===== src/rtl/ecc_log_pkg.sv =====
package ecc_log_pkg;
  localparam int STS_W     = 16;
  localparam int BIT_CE    = 0;
  localparam int BIT_UE    = 1;
  localparam int BIT_RTO   = 8;
  localparam int BIT_LOCK  = 9;
  localparam int BIT_THERM = 11;

  localparam logic [STS_W-1:0] FLAG_MASK =
      (STS_W'(1) << BIT_CE)  | (STS_W'(1) << BIT_UE) |
      (STS_W'(1) << BIT_RTO) | (STS_W'(1) << BIT_LOCK) |
      (STS_W'(1) << BIT_THERM);

  typedef enum logic [2:0] {
    SEL_STATUS = 3'd0,
    SEL_CMD    = 3'd1,
    SEL_ADDR   = 3'd2,
    SEL_EXT    = 3'd3,
    SEL_SYN    = 3'd4
  } regSel_e;

  // strobes from control to datapath, one cycle each
  typedef struct packed {
    logic             capture;
    logic [STS_W-1:0] setMask;
    logic [STS_W-1:0] clrMask;
    logic             cmdWr;
    logic [STS_W-1:0] cmdData;
  } logStrobe_t;
endpackage


===== src/rtl/ecc_log_ctrl.sv =====
module ecc_log_ctrl
  import ecc_log_pkg::*;
#(
  parameter int RA_W = 3
) (
  input  logic             ceEvt,
  input  logic             ueEvt,
  input  logic             refreshTo,
  input  logic             lockNonDram,
  input  logic             thermEvt,
  input  logic             regWrEn,
  input  logic [RA_W-1:0]  regAddr,
  input  logic [STS_W-1:0] wrLo,
  input  logic             ceLogged,
  input  logic             ueLogged,
  output logStrobe_t       strobe
);
  logic wrStatus;
  logic wrCmd;
  logic ueTakes;
  logic ceTakes;

  assign wrStatus = regWrEn && (regAddr == RA_W'(SEL_STATUS));
  assign wrCmd    = regWrEn && (regAddr == RA_W'(SEL_CMD));

  // severity policy: an uncorrectable error replaces anything but an earlier
  // uncorrectable one; a correctable one only fills an empty log
  assign ueTakes = ueEvt && !ueLogged;
  assign ceTakes = ceEvt && !ceLogged && !ueLogged;

  always_comb begin
    strobe = '0;
    strobe.capture = ueTakes || ceTakes;
    strobe.setMask[BIT_CE]    = ceEvt;
    strobe.setMask[BIT_UE]    = ueEvt;
    strobe.setMask[BIT_RTO]   = refreshTo;
    strobe.setMask[BIT_LOCK]  = lockNonDram;
    strobe.setMask[BIT_THERM] = thermEvt;
    strobe.clrMask = wrStatus ? (wrLo & FLAG_MASK) : '0;
    strobe.cmdWr   = wrCmd;
    strobe.cmdData = wrLo & FLAG_MASK;
  end
endmodule


===== src/rtl/ecc_log_dp.sv =====
module ecc_log_dp
  import ecc_log_pkg::*;
#(
  parameter int ADDR_W    = 33,
  parameter int DATA_W    = 32,
  parameter int GRAIN_LSB = 7,
  parameter int SYN_W     = 8,
  parameter int RA_W      = 3
) (
  input  logic              clk,
  input  logic              rstN,
  input  logStrobe_t        strobe,
  input  logic [ADDR_W-1:0] errAddr,
  input  logic              errChan,
  input  logic [SYN_W-1:0]  errSyn,
  input  logic [RA_W-1:0]   regAddr,
  output logic [DATA_W-1:0] regRdData,
  output logic              sysErr,
  output logic [STS_W-1:0]  statusVec,
  output logic [STS_W-1:0]  cmdVec,
  output logic [SYN_W-1:0]  synVec,
  output logic              ceLogged,
  output logic              ueLogged
);
  localparam int PAD_W = GRAIN_LSB - 1;

  logic [STS_W-1:0]            statusQ;
  logic [STS_W-1:0]            statusNext;
  logic [STS_W-1:0]            cmdQ;
  logic [ADDR_W-1:GRAIN_LSB]   addrQ;
  logic                        chanQ;
  logic [SYN_W-1:0]            synQ;
  logic [DATA_W-1:0]           addrWord;
  logic [DATA_W-1:0]           extWord;
  logic                        unusedLowAddr;

  assign unusedLowAddr = ^errAddr[GRAIN_LSB-1:0];

  // per-flag next state: a new event beats a clear in the same cycle
  always_comb begin
    statusNext = '0;
    for (int b = 0; b < STS_W; b++) begin
      if (FLAG_MASK[b]) begin
        statusNext[b] = strobe.setMask[b] | (statusQ[b] & ~strobe.clrMask[b]);
      end
    end
  end

  always_ff @(posedge clk or negedge rstN) begin
    if (!rstN) begin
      statusQ <= '0;
      cmdQ    <= '0;
      sysErr  <= 1'b0;
    end else begin
      statusQ <= statusNext;
      if (strobe.cmdWr) cmdQ <= strobe.cmdData;
      sysErr  <= |(statusQ & cmdQ);
    end
  end

  always_ff @(posedge clk or negedge rstN) begin
    if (!rstN) begin
      addrQ <= '0;
      chanQ <= 1'b0;
      synQ  <= '0;
    end else if (strobe.capture) begin
      addrQ <= errAddr[ADDR_W-1:GRAIN_LSB];
      chanQ <= errChan;
      synQ  <= errSyn;
    end
  end

  assign addrWord = {addrQ[DATA_W-1:GRAIN_LSB], {PAD_W{1'b0}}, chanQ};
  assign extWord  = DATA_W'(addrQ[ADDR_W-1:DATA_W]);

  always_comb begin
    case (regAddr)
      RA_W'(SEL_STATUS): regRdData = DATA_W'(statusQ);
      RA_W'(SEL_CMD):    regRdData = DATA_W'(cmdQ);
      RA_W'(SEL_ADDR):   regRdData = addrWord;
      RA_W'(SEL_EXT):    regRdData = extWord;
      RA_W'(SEL_SYN):    regRdData = DATA_W'(synQ);
      default:           regRdData = '0;
    endcase
  end

  assign statusVec = statusQ;
  assign cmdVec    = cmdQ;
  assign synVec    = synQ;
  assign ceLogged  = statusQ[BIT_CE];
  assign ueLogged  = statusQ[BIT_UE];
endmodule


===== src/rtl/ecc_err_log.sv =====
module ecc_err_log
  import ecc_log_pkg::*;
#(
  parameter int ADDR_W    = 33,
  parameter int DATA_W    = 32,
  parameter int GRAIN_LSB = 7,
  parameter int SYN_W     = 8,
  parameter int RA_W      = 3
) (
  input  logic              clk,
  input  logic              rstN,
  input  logic              ceEvt,
  input  logic              ueEvt,
  input  logic [ADDR_W-1:0] errAddr,
  input  logic              errChan,
  input  logic [SYN_W-1:0]  errSyn,
  input  logic              refreshTo,
  input  logic              lockNonDram,
  input  logic              thermEvt,
  input  logic              regWrEn,
  input  logic [RA_W-1:0]   regAddr,
  input  logic [DATA_W-1:0] regWrData,
  output logic [DATA_W-1:0] regRdData,
  output logic              sysErr
);
  logStrobe_t       strobe;
  logic [STS_W-1:0] statusVec;
  logic [STS_W-1:0] cmdVec;
  logic [SYN_W-1:0] synVec;
  logic             ceLogged;
  logic             ueLogged;
  logic             unusedWrHi;

  assign unusedWrHi = ^regWrData[DATA_W-1:STS_W];

  ecc_log_ctrl #(.RA_W(RA_W)) ctrl_i (
    .ceEvt      (ceEvt),
    .ueEvt      (ueEvt),
    .refreshTo  (refreshTo),
    .lockNonDram(lockNonDram),
    .thermEvt   (thermEvt),
    .regWrEn    (regWrEn),
    .regAddr    (regAddr),
    .wrLo       (regWrData[STS_W-1:0]),
    .ceLogged   (ceLogged),
    .ueLogged   (ueLogged),
    .strobe     (strobe)
  );

  ecc_log_dp #(
    .ADDR_W(ADDR_W), .DATA_W(DATA_W), .GRAIN_LSB(GRAIN_LSB),
    .SYN_W(SYN_W), .RA_W(RA_W)
  ) dp_i (
    .clk      (clk),
    .rstN     (rstN),
    .strobe   (strobe),
    .errAddr  (errAddr),
    .errChan  (errChan),
    .errSyn   (errSyn),
    .regAddr  (regAddr),
    .regRdData(regRdData),
    .sysErr   (sysErr),
    .statusVec(statusVec),
    .cmdVec   (cmdVec),
    .synVec   (synVec),
    .ceLogged (ceLogged),
    .ueLogged (ueLogged)
  );
endmodule


===== config.mk =====
export PLATFORM = sky130hd
export DESIGN_NAME = ecc_err_log
export DESIGN_NICKNAME = d
export VERILOG_FILES = /design/src/rtl/ecc_log_pkg.sv /design/src/rtl/ecc_log_ctrl.sv /design/src/rtl/ecc_log_dp.sv /design/src/rtl/ecc_err_log.sv
export SDC_FILE = /design/constraint.sdc
export NUM_CORES = 1
export LEC_CHECK = 0
export CORE_MARGIN = 2
export CORE_UTILIZATION = 39
export CTS_CLUSTER_SIZE = 40
export DETAILED_ROUTE_END_ITERATION = 7
export GPL_ROUTABILITY_DRIVEN = 1
export PLACE_DENSITY = 0.81
export SLEW_MARGIN = 10
export SYNTH_ARGS = -nofsm -noshare
export SYNTH_HDL_FRONTEND = slang
export SYNTH_SLANG_ARGS = --single-unit

===== constraint.sdc =====
create_clock -name clk -period 1.65 [get_ports clk]
set_input_delay 0.165 -clock clk [delete_from_list [all_inputs] [get_ports clk]]
set_output_delay 0.165 -clock clk [all_outputs]
set_load 0.1 [all_outputs]

After elaboration in Yosys (flattened, before gate mapping)
Cells that the tools add are included.

operators by class
  muxes and demuxes = 2
  bitwise logic cells = 16
  reductions and logical operators = 10
  eq/ne operators = 4

operator list
  cell                number
  $pmux 32 s5         1
  $reduce_or 16->1    1
  $and 12x12->12      1
  $mux 12             1
  $eq 3x2->1 const B  2
  $and 1x1->1         5
  $logic_and 1x1->1   5
  $not 1->1           5
  $or 1x1->1          5
  $eq 3x1->1 const B  1
  $eq 3x3->1 const B  1
  $logic_not 3->1     1
  $logic_not 1->1     2
  $logic_or 1x1->1    1

storage, ports and cells
  register bits = 46
  output and inout port bits = 33

Longest topological paths before layout
Gate-level depths: netlist of the first run.

  word-level depth = 6
  gate-level depth with buffers = 5

Hierarchy
Synthesis of the first run repeated with hierarchy kept, for this count alone.

second synthesis, totals
  cells, all modules = 269
  area, all modules = 3118.0 µm²

by module, submodules not included
  module        seq. area each (µm²)  area each (µm²)  times used  cells an instance
  ecc_log_dp    1426.4                2703.8           1           214
  ecc_log_ctrl  0.0                   414.1            1           55

Worst setup path after synthesis of the first run
No wires, ideal clock.

  path type = reg-to-output
  from = reg dp_i.statusQ[8], in the netlist dp_i.statusVec[8]
  to = out regRdData[8]
  data required time = 1.485 ns
  arrival = 2.132 ns
  buffers on the path = 0
  stages on the path, launching flop included = 4
  slack = -0.647 ns
  cell sequence = dfrtp_1 > mux2i_1 > or2_2 > a21oi_1

on the way
  cells in the longest elaborated chain, start to end = 1

ends and longest elaborated chain
  item                    line               RTL
  start, declared         ecc_log_dp.sv:27   logic [STS_W-1:0] statusQ;
  start signal, assigned  ecc_log_dp.sv:55   statusQ <= statusNext;
  $pmux 32 s5             ecc_log_dp.sv:77   case (regAddr)
  end, declared           ecc_err_log.sv:23  output logic [DATA_W-1:0] regRdData,

Every way passes these cells.

Final worst setup path of the first run
  from = reg dp_i.statusQ[11], in the netlist dp_i.statusVec[11]
  to = out regRdData[11]

Same word-level chain as after synthesis.

==> flow_summary.ini, run 1 <==
[status]
status = finished, final reports clean

[global_route]
grt_usage_pct = 17.7
gr-total-overflow = 0
grt_max_degree = 25
antenna_found_initial = 0
grt_pass1_wl_um = 8370
grt_pass1_vias = 1732

[worst_setup_path]
reg2reg_depth = 4
crit_required_ns = 1.48
cp-startpoint = dp_i.statusVec[11]
startpoint_type = flip-flop
rrSetupSlack_ns = 0.20
timing.rr.start = dp_i.statusVec[0]
crit-reg2reg-capture = dp_i.addrQ[15]
end_kind = output pin
critPathMaxFanout = 3
arrival_ns = 1.43
critPathKind = reg -> out

[floorplanning]
initial_core_util_pct = 39.9
core_area_mm2 = 0.00547
rows = 27
dieArea_mm2 = 0.00622
die_h_um = 78.8
dieWidth_um = 78.8
ios = 118

[placed_design]
hpwl_um = 3880
gp_congestion = 0.810
numPortBuffers = 83
pre_cts_slack_ns = -0.197
placed_cells = 331

[power_and_ir_drop]
p_comb_share_pct = 35.7
clkPwrFrac_pct = 19.9
pwr_density_cell_mw_per_mm2 = 921
internal_power_mw = 2.36
p_sw_share_pct = 31.6
leakagePower_nw = 1.57
p_switching_mw = 1.09
seqPwrFrac_pct = 44.4
ir_drop_mv = 0.514

[timing]
fin_crit_ns = 1.59
clock-skew-final_ns = 0.00381
rsz0062_at_grt = no
max-slew-margin-rel_pct = 64.5
drv_slew = 0
setup_viol = 0
hold_viol_final = 0
layout_setup_ws_ns = 0.0596
tightest_slew_ns = 0.532
fin_crit_sh_pct = 96.4
fmax_ghz = 0.629
fin_setup_tns_ns = 0
finalHoldWorstSlack_ns = 0.388

[routing]
wl_um = 5100
viasPerCell = 4.87
route.detailed.drc = 0
drt-initial-drc-count = 59
vias = 1670
wl_per_cell_um = 14.9
first_pass_iters = 4
ant_nets = 0

[final_layout]
n_fill_cell = 412
regArea_mm2 = 0.00115
multi_input_area_mm2 = 0.00104
area_growth_pct = 71.6
drive_above_1_share_pct = 53.1
fin_util_pct = 68.5
stdcell_count = 343
antennaDiodeCount = 0
nets = 355

[logic_synthesis]
netlist_instances = 167
netlist_area_mm2 = 0.00218
syn_area_per_cell_um2 = 13.1
synth_top_area_share_pct = 52.7
synth_edf_count = 0
ys_async_sr_fraction_pct = 100
syn_nets = 252
ys_types = 30
synth_flop_cell = dfrtp_1
yosys_warnings = 0
synth_seq_area_share_pct = 52.7
ys_seq_elements = 46
synth_top_area_cell = dfrtp_1
synthTopCellsByCount = dfrtp_1, mux2_2, and2_1, nand2_1, mux2_4
yosysMostFrequentCell = dfrtp_1
synth_area_leaders = dfrtp_1, mux2_2, and2_1, mux2_4, buf_6

[worst_hold_path]
min_path_type = in -> async

[clocking]
cts_buffers = 5
cts-root-buf = clkbuf_8
cts_tree = done
clkLatencyLatePin_ns = 0.29
htreeDepth = 2
clockBufferDepth = 2
cts.clk_slew.worst_paths_ns = 0.08
cts_sinks = 46

[job]
cap_violations = 0
-- flip-flops by register name, summed over array words and instances (netlist names) --
register	count
dp_i.addrQ	26
dp_i.cmdVec	5
dp_i.sysErr	1
dp_i.chanQ	1
dp_i.synVec	8
dp_i.statusVec	5
-- cell type report --
cell class | count | area share, %
Multi-Input combinational cell | 111 | 27.7
Clock inverter | 1 | 0.134
Timing Repair Buffer | 105 | 36.6
Tap cell | 72 | 2.40
Inverter | 1 | 0.100
Clock buffer | 7 | 2.30
Sequential cell | 46 | 30.7
-- kinds of logic (layout without fill, tap and decap cells) --
kind of cell / Yosys count / after routing / synth area share (%)
buffers and inverters: 10 / 114 / 3.44
DFF: 46 / 46 / 52.7
AOI/OAI and AO/OA: 16 / 16 / 5.44
and+or+nand+nor: 50 / 50 / 14.6
muxes: 45 / 45 / 23.8
-- through the flow --
| step | area [um2] | power [mW] |
|---|---|---|
| global route | 3750 | 3.65 |
| finish | 3750 | 3.45 |
| floorplan | 2240 | 2.30 |
| detailed placement | 3600 | 2.77 |
| global placement | 3600 | 2.72 |
| CTS | 3710 | 3.48 |
-- layout by cell type, fill, tap and decap left out, types with 2 or more instances in the layout --
master | Yosys | final
and2_2 | 0 | 25
nand2_1 | 8 | 8
buf_12 | 0 | 37
nor2b_1 | 3 | 3
clkbuf_8 | 0 | 6
a21o_1 | 4 | 4
or2_2 | 3 | 3
buf_4 | 1 | 16
a22oi_1 | 3 | 3
mux2_4 | 5 | 5
dfrtp_1 | 46 | 46
a21oi_2 | 0 | 2
mux2_2 | 36 | 36
nor2_2 | 0 | 2
mux2i_1 | 4 | 4
clkdlybuf4s50_1 | 0 | 46
a21oi_4 | 1 | 3
dlygate4sd2_1 | 0 | 3
-- timing repair --
action / CTS / global route
buffers inserted: 0 / 3
hold buffers: 1 / 0
resized for setup: 7 / 2
endpoints found under the hold margin: 22 / 0
gates cloned: 0 / 0
pin swaps: 1 / 0
setup endpoints to repair: 31 / 3
-- how the worst max path moves through the flow --
stage | endpoint | slack (ns)
finish | regRdData[11] | 0.06
global route | regRdData[8] | 0.004
CTS | regRdData[0] | 0.03
detailed placement | regRdData[0] | -0.20
global placement | regRdData[9] | -0.17
floorplan | regRdData[11] | -0.09
-- power by group through the flow --
stage	Clock (mW)	Combinational (mW)	Sequential, mW
after global routing	0.780	1.29	1.58
after detailed placement	0	1.21	1.56
after floorplan	0	0.767	1.54
final	0.688	1.23	1.53
after global placement	0	1.18	1.54
after CTS	0.723	1.22	1.54
-- worst max-delay path: stages (launching register included) --
cell and delay, ns:
dfrtp_1 0.39, mux2i_1 0.09, or2_2 0.31, a21oi_4 0.16
buf_12 0.19
-- layer usage --
layer / global-route usage [%] / up-vias / wire length, um
met3: 5.11 / 9 / 296
met1: 21.2 / 811 / 2110
met2: 30.9 / 67 / 2630
li1: - / 783 / -
met5: 0 / - / 0
met4: 5.00 / 0 / 64
No activity file was read; power rests on OpenSTA's default activity.
==> run 2, diff against run 1 <==
--- a/config.mk
+++ b/config.mk
@@ -5,7 +5,7 @@
 export SDC_FILE = /design/constraint.sdc
 export NUM_CORES = 1
 export LEC_CHECK = 0
-export CORE_MARGIN = 2
+export CORE_MARGIN = 1
 export CORE_UTILIZATION = 39
 export CTS_CLUSTER_SIZE = 40
 export DETAILED_ROUTE_END_ITERATION = 7
==> run 2 against run 1 <==
Net effect: non-clock buffer count fell by 2; core utilization increased by 2.7 points; global-route usage up 0.65 points; count of clock-buffer cells in the layout shrank 1; clock power is 3.1% higher; wire length shrank 1.2%; worst hold slack got worse by 0.039 ns; power is 0.66% higher; first-iteration DRC count down 27%; sequential power about the same; largest cell class unchanged; flip-flop and latch count unchanged.
==> flow_summary.ini, run 2 (synthesis results as in run 1) <==
[status]
status = finished, final reports clean

[floorplanning]
initial_core_util_pct = 41.7
dieArea_mm2 = 0.00591
ios = 118
core_area_mm2 = 0.00524
rows = 26
dieWidth_um = 76.8
die_h_um = 76.8

[worst_setup_path]
crit_buf_inv = 1
end_kind = output pin
rrSetupSlack_ns = 0.18
critical_path.top_delay_family = flip-flops
max_stage_delay_ns = 0.42
critPathMaxFanout = 3
startpoint_type = flip-flop
critPathKind = reg -> out
reg2reg_depth = 4
crit_required_ns = 1.48
crit_slowest_cell = dfrtp_1
path_cells = mux2_2, a21oi_1, o22ai_2, buf_12
timing.rr.start = dp_i.statusVec[0]
arrival_ns = 1.46
crit-reg2reg-capture = dp_i.synVec[1]

[clocking]
clockBufferDepth = 2
htreeDepth = 2
cts-root-buf = clkbuf_8
cts_sinks = 46
cts_tree = done
cts.clk_slew.worst_paths_ns = 0.09
cts_buffers = 5
clkLatencyLatePin_ns = 0.30

[placed_design]
gp_congestion = 0.788
numPortBuffers = 83
hpwl_um = 3860

[routing]
ant_nets = 0
drt-initial-drc-count = 43
first_pass_iters = 4
route.detailed.drc = 0
viasPerCell = 4.91
vias = 1664
wl_per_cell_um = 14.9
wl_um = 5040

[timing]
setup_viol = 0
fmax_ghz = 0.614
fin_crit_ns = 1.63
tightest_slew_ns = 0.453
hold_viol_final = 0
fin_setup_tns_ns = 0
clock-skew-final_ns = 0.00652
fin_crit_sh_pct = 98.8
drv_slew = 0
rsz0062_at_grt = yes
max-slew-margin-rel_pct = 69.8

[final_layout]
nets = 353
largest_reg_flops = 26
area_growth_pct = 70.6
drive_above_1_share_pct = 53.2
final_cell_mix = dfrtp_1, clkdlybuf4s50_1, mux2_2, buf_12, and2_2
antennaDiodeCount = 0
regMostFlops = dp_i.addrQ

[global_route]
grt_util_met1_pct = 20.3
grt_max_degree = 22
met2_usage_pct = 33.1
grt_pass1_vias = 1833
gr-total-overflow = 0
grt.busiest_layer = met2
grt_use_met3_pct = 5.71
grt_pass1_wl_um = 8500
grt_usage_pct = 18.3
antenna_found_initial = 0

[worst_hold_path]
min_path_type = in -> async

[power_and_ir_drop]
power.total_mw = 3.48
ir_drop_mv = 0.830
pwr_density_cell_mw_per_mm2 = 933
leakagePower_nw = 1.56

[job]
cap_violations = 0
-- run 2: cell types whose count changed in the layout (fill, tap and decap cells not counted), sizes merged --
cell / change
buf: -2
clkbuf: -1
clkinvlp: +1
-- run 2: worst max-delay path by stage --
stage                      start  cells after the start             to
3_3_place_gp          regAddr[1]                      6   regRdData[9]
6_report          dp_i.cmdVec[0]                      4   regRdData[0]
2_1_floorplan         regAddr[1]                      4  regRdData[11]
3_5_place_dp          regAddr[1]                      6   regRdData[9]
5_1_grt           dp_i.cmdVec[0]                      4   regRdData[0]
4_1_cts        dp_i.statusVec[9]                      4   regRdData[9]
-- run 2: metal layers --
layer	vias to the layer above	part of all wire [%]	wire length, um
met3	8	7.1	358
met5	-	0	0
li1	784	-	-
met4	0	1.6	79
met2	73	52	2620
met1	799	39	1980
-- run 2: area by class of cell --
| cell class | instances | area, um2 |
|---|---|---|
| Timing Repair Buffer | 103 | 1350 |
| Sequential cell | 46 | 1150 |
| Fill cell | 368 | 1510 |
| Clock buffer | 6 | 82.6 |
| Tap cell | 70 | 87.6 |
| Inverter | 1 | 3.75 |
| Multi-Input combinational cell | 111 | 1040 |
| Clock inverter | 2 | 12.5 |
-- run 2: repair_timing --
action	4_1_cts	5_1_grt
hold buffers	1	0
resized for setup	9	2
buffers inserted	0	2
endpoints found under the setup margin	31	3
hold endpoints to repair	17	0
pin swaps	0	1
cloned	0	0
-- run 2: stage by stage --
stage / hold slack [ns] / cell area [um2] / std cells / setup slack (ns) / utilization (%)
2_1_floorplan: -0.131 / 2240 / 167 / -0.0940 / -
3_3_place_gp: 0.126 / 3580 / 328 / -0.127 / 68.3
3_5_place_dp: 0.135 / 3580 / 328 / -0.179 / 68.3
4_1_cts: 0.344 / 3710 / 337 / -0.0144 / 70.8
5_1_grt: 0.372 / 3730 / 339 / -0.0197 / 71.2
6_report: 0.348 / 3730 / 339 / 0.0200 / 71.2
-- run 2: where the power goes --
group,leakage (nW),switching [mW],internal (mW)
combinational,0.983,0.605,0.616
sequential,0.528,0.145,1.40
clock,0.0472,0.372,0.337
total,1.56,1.12,2.35
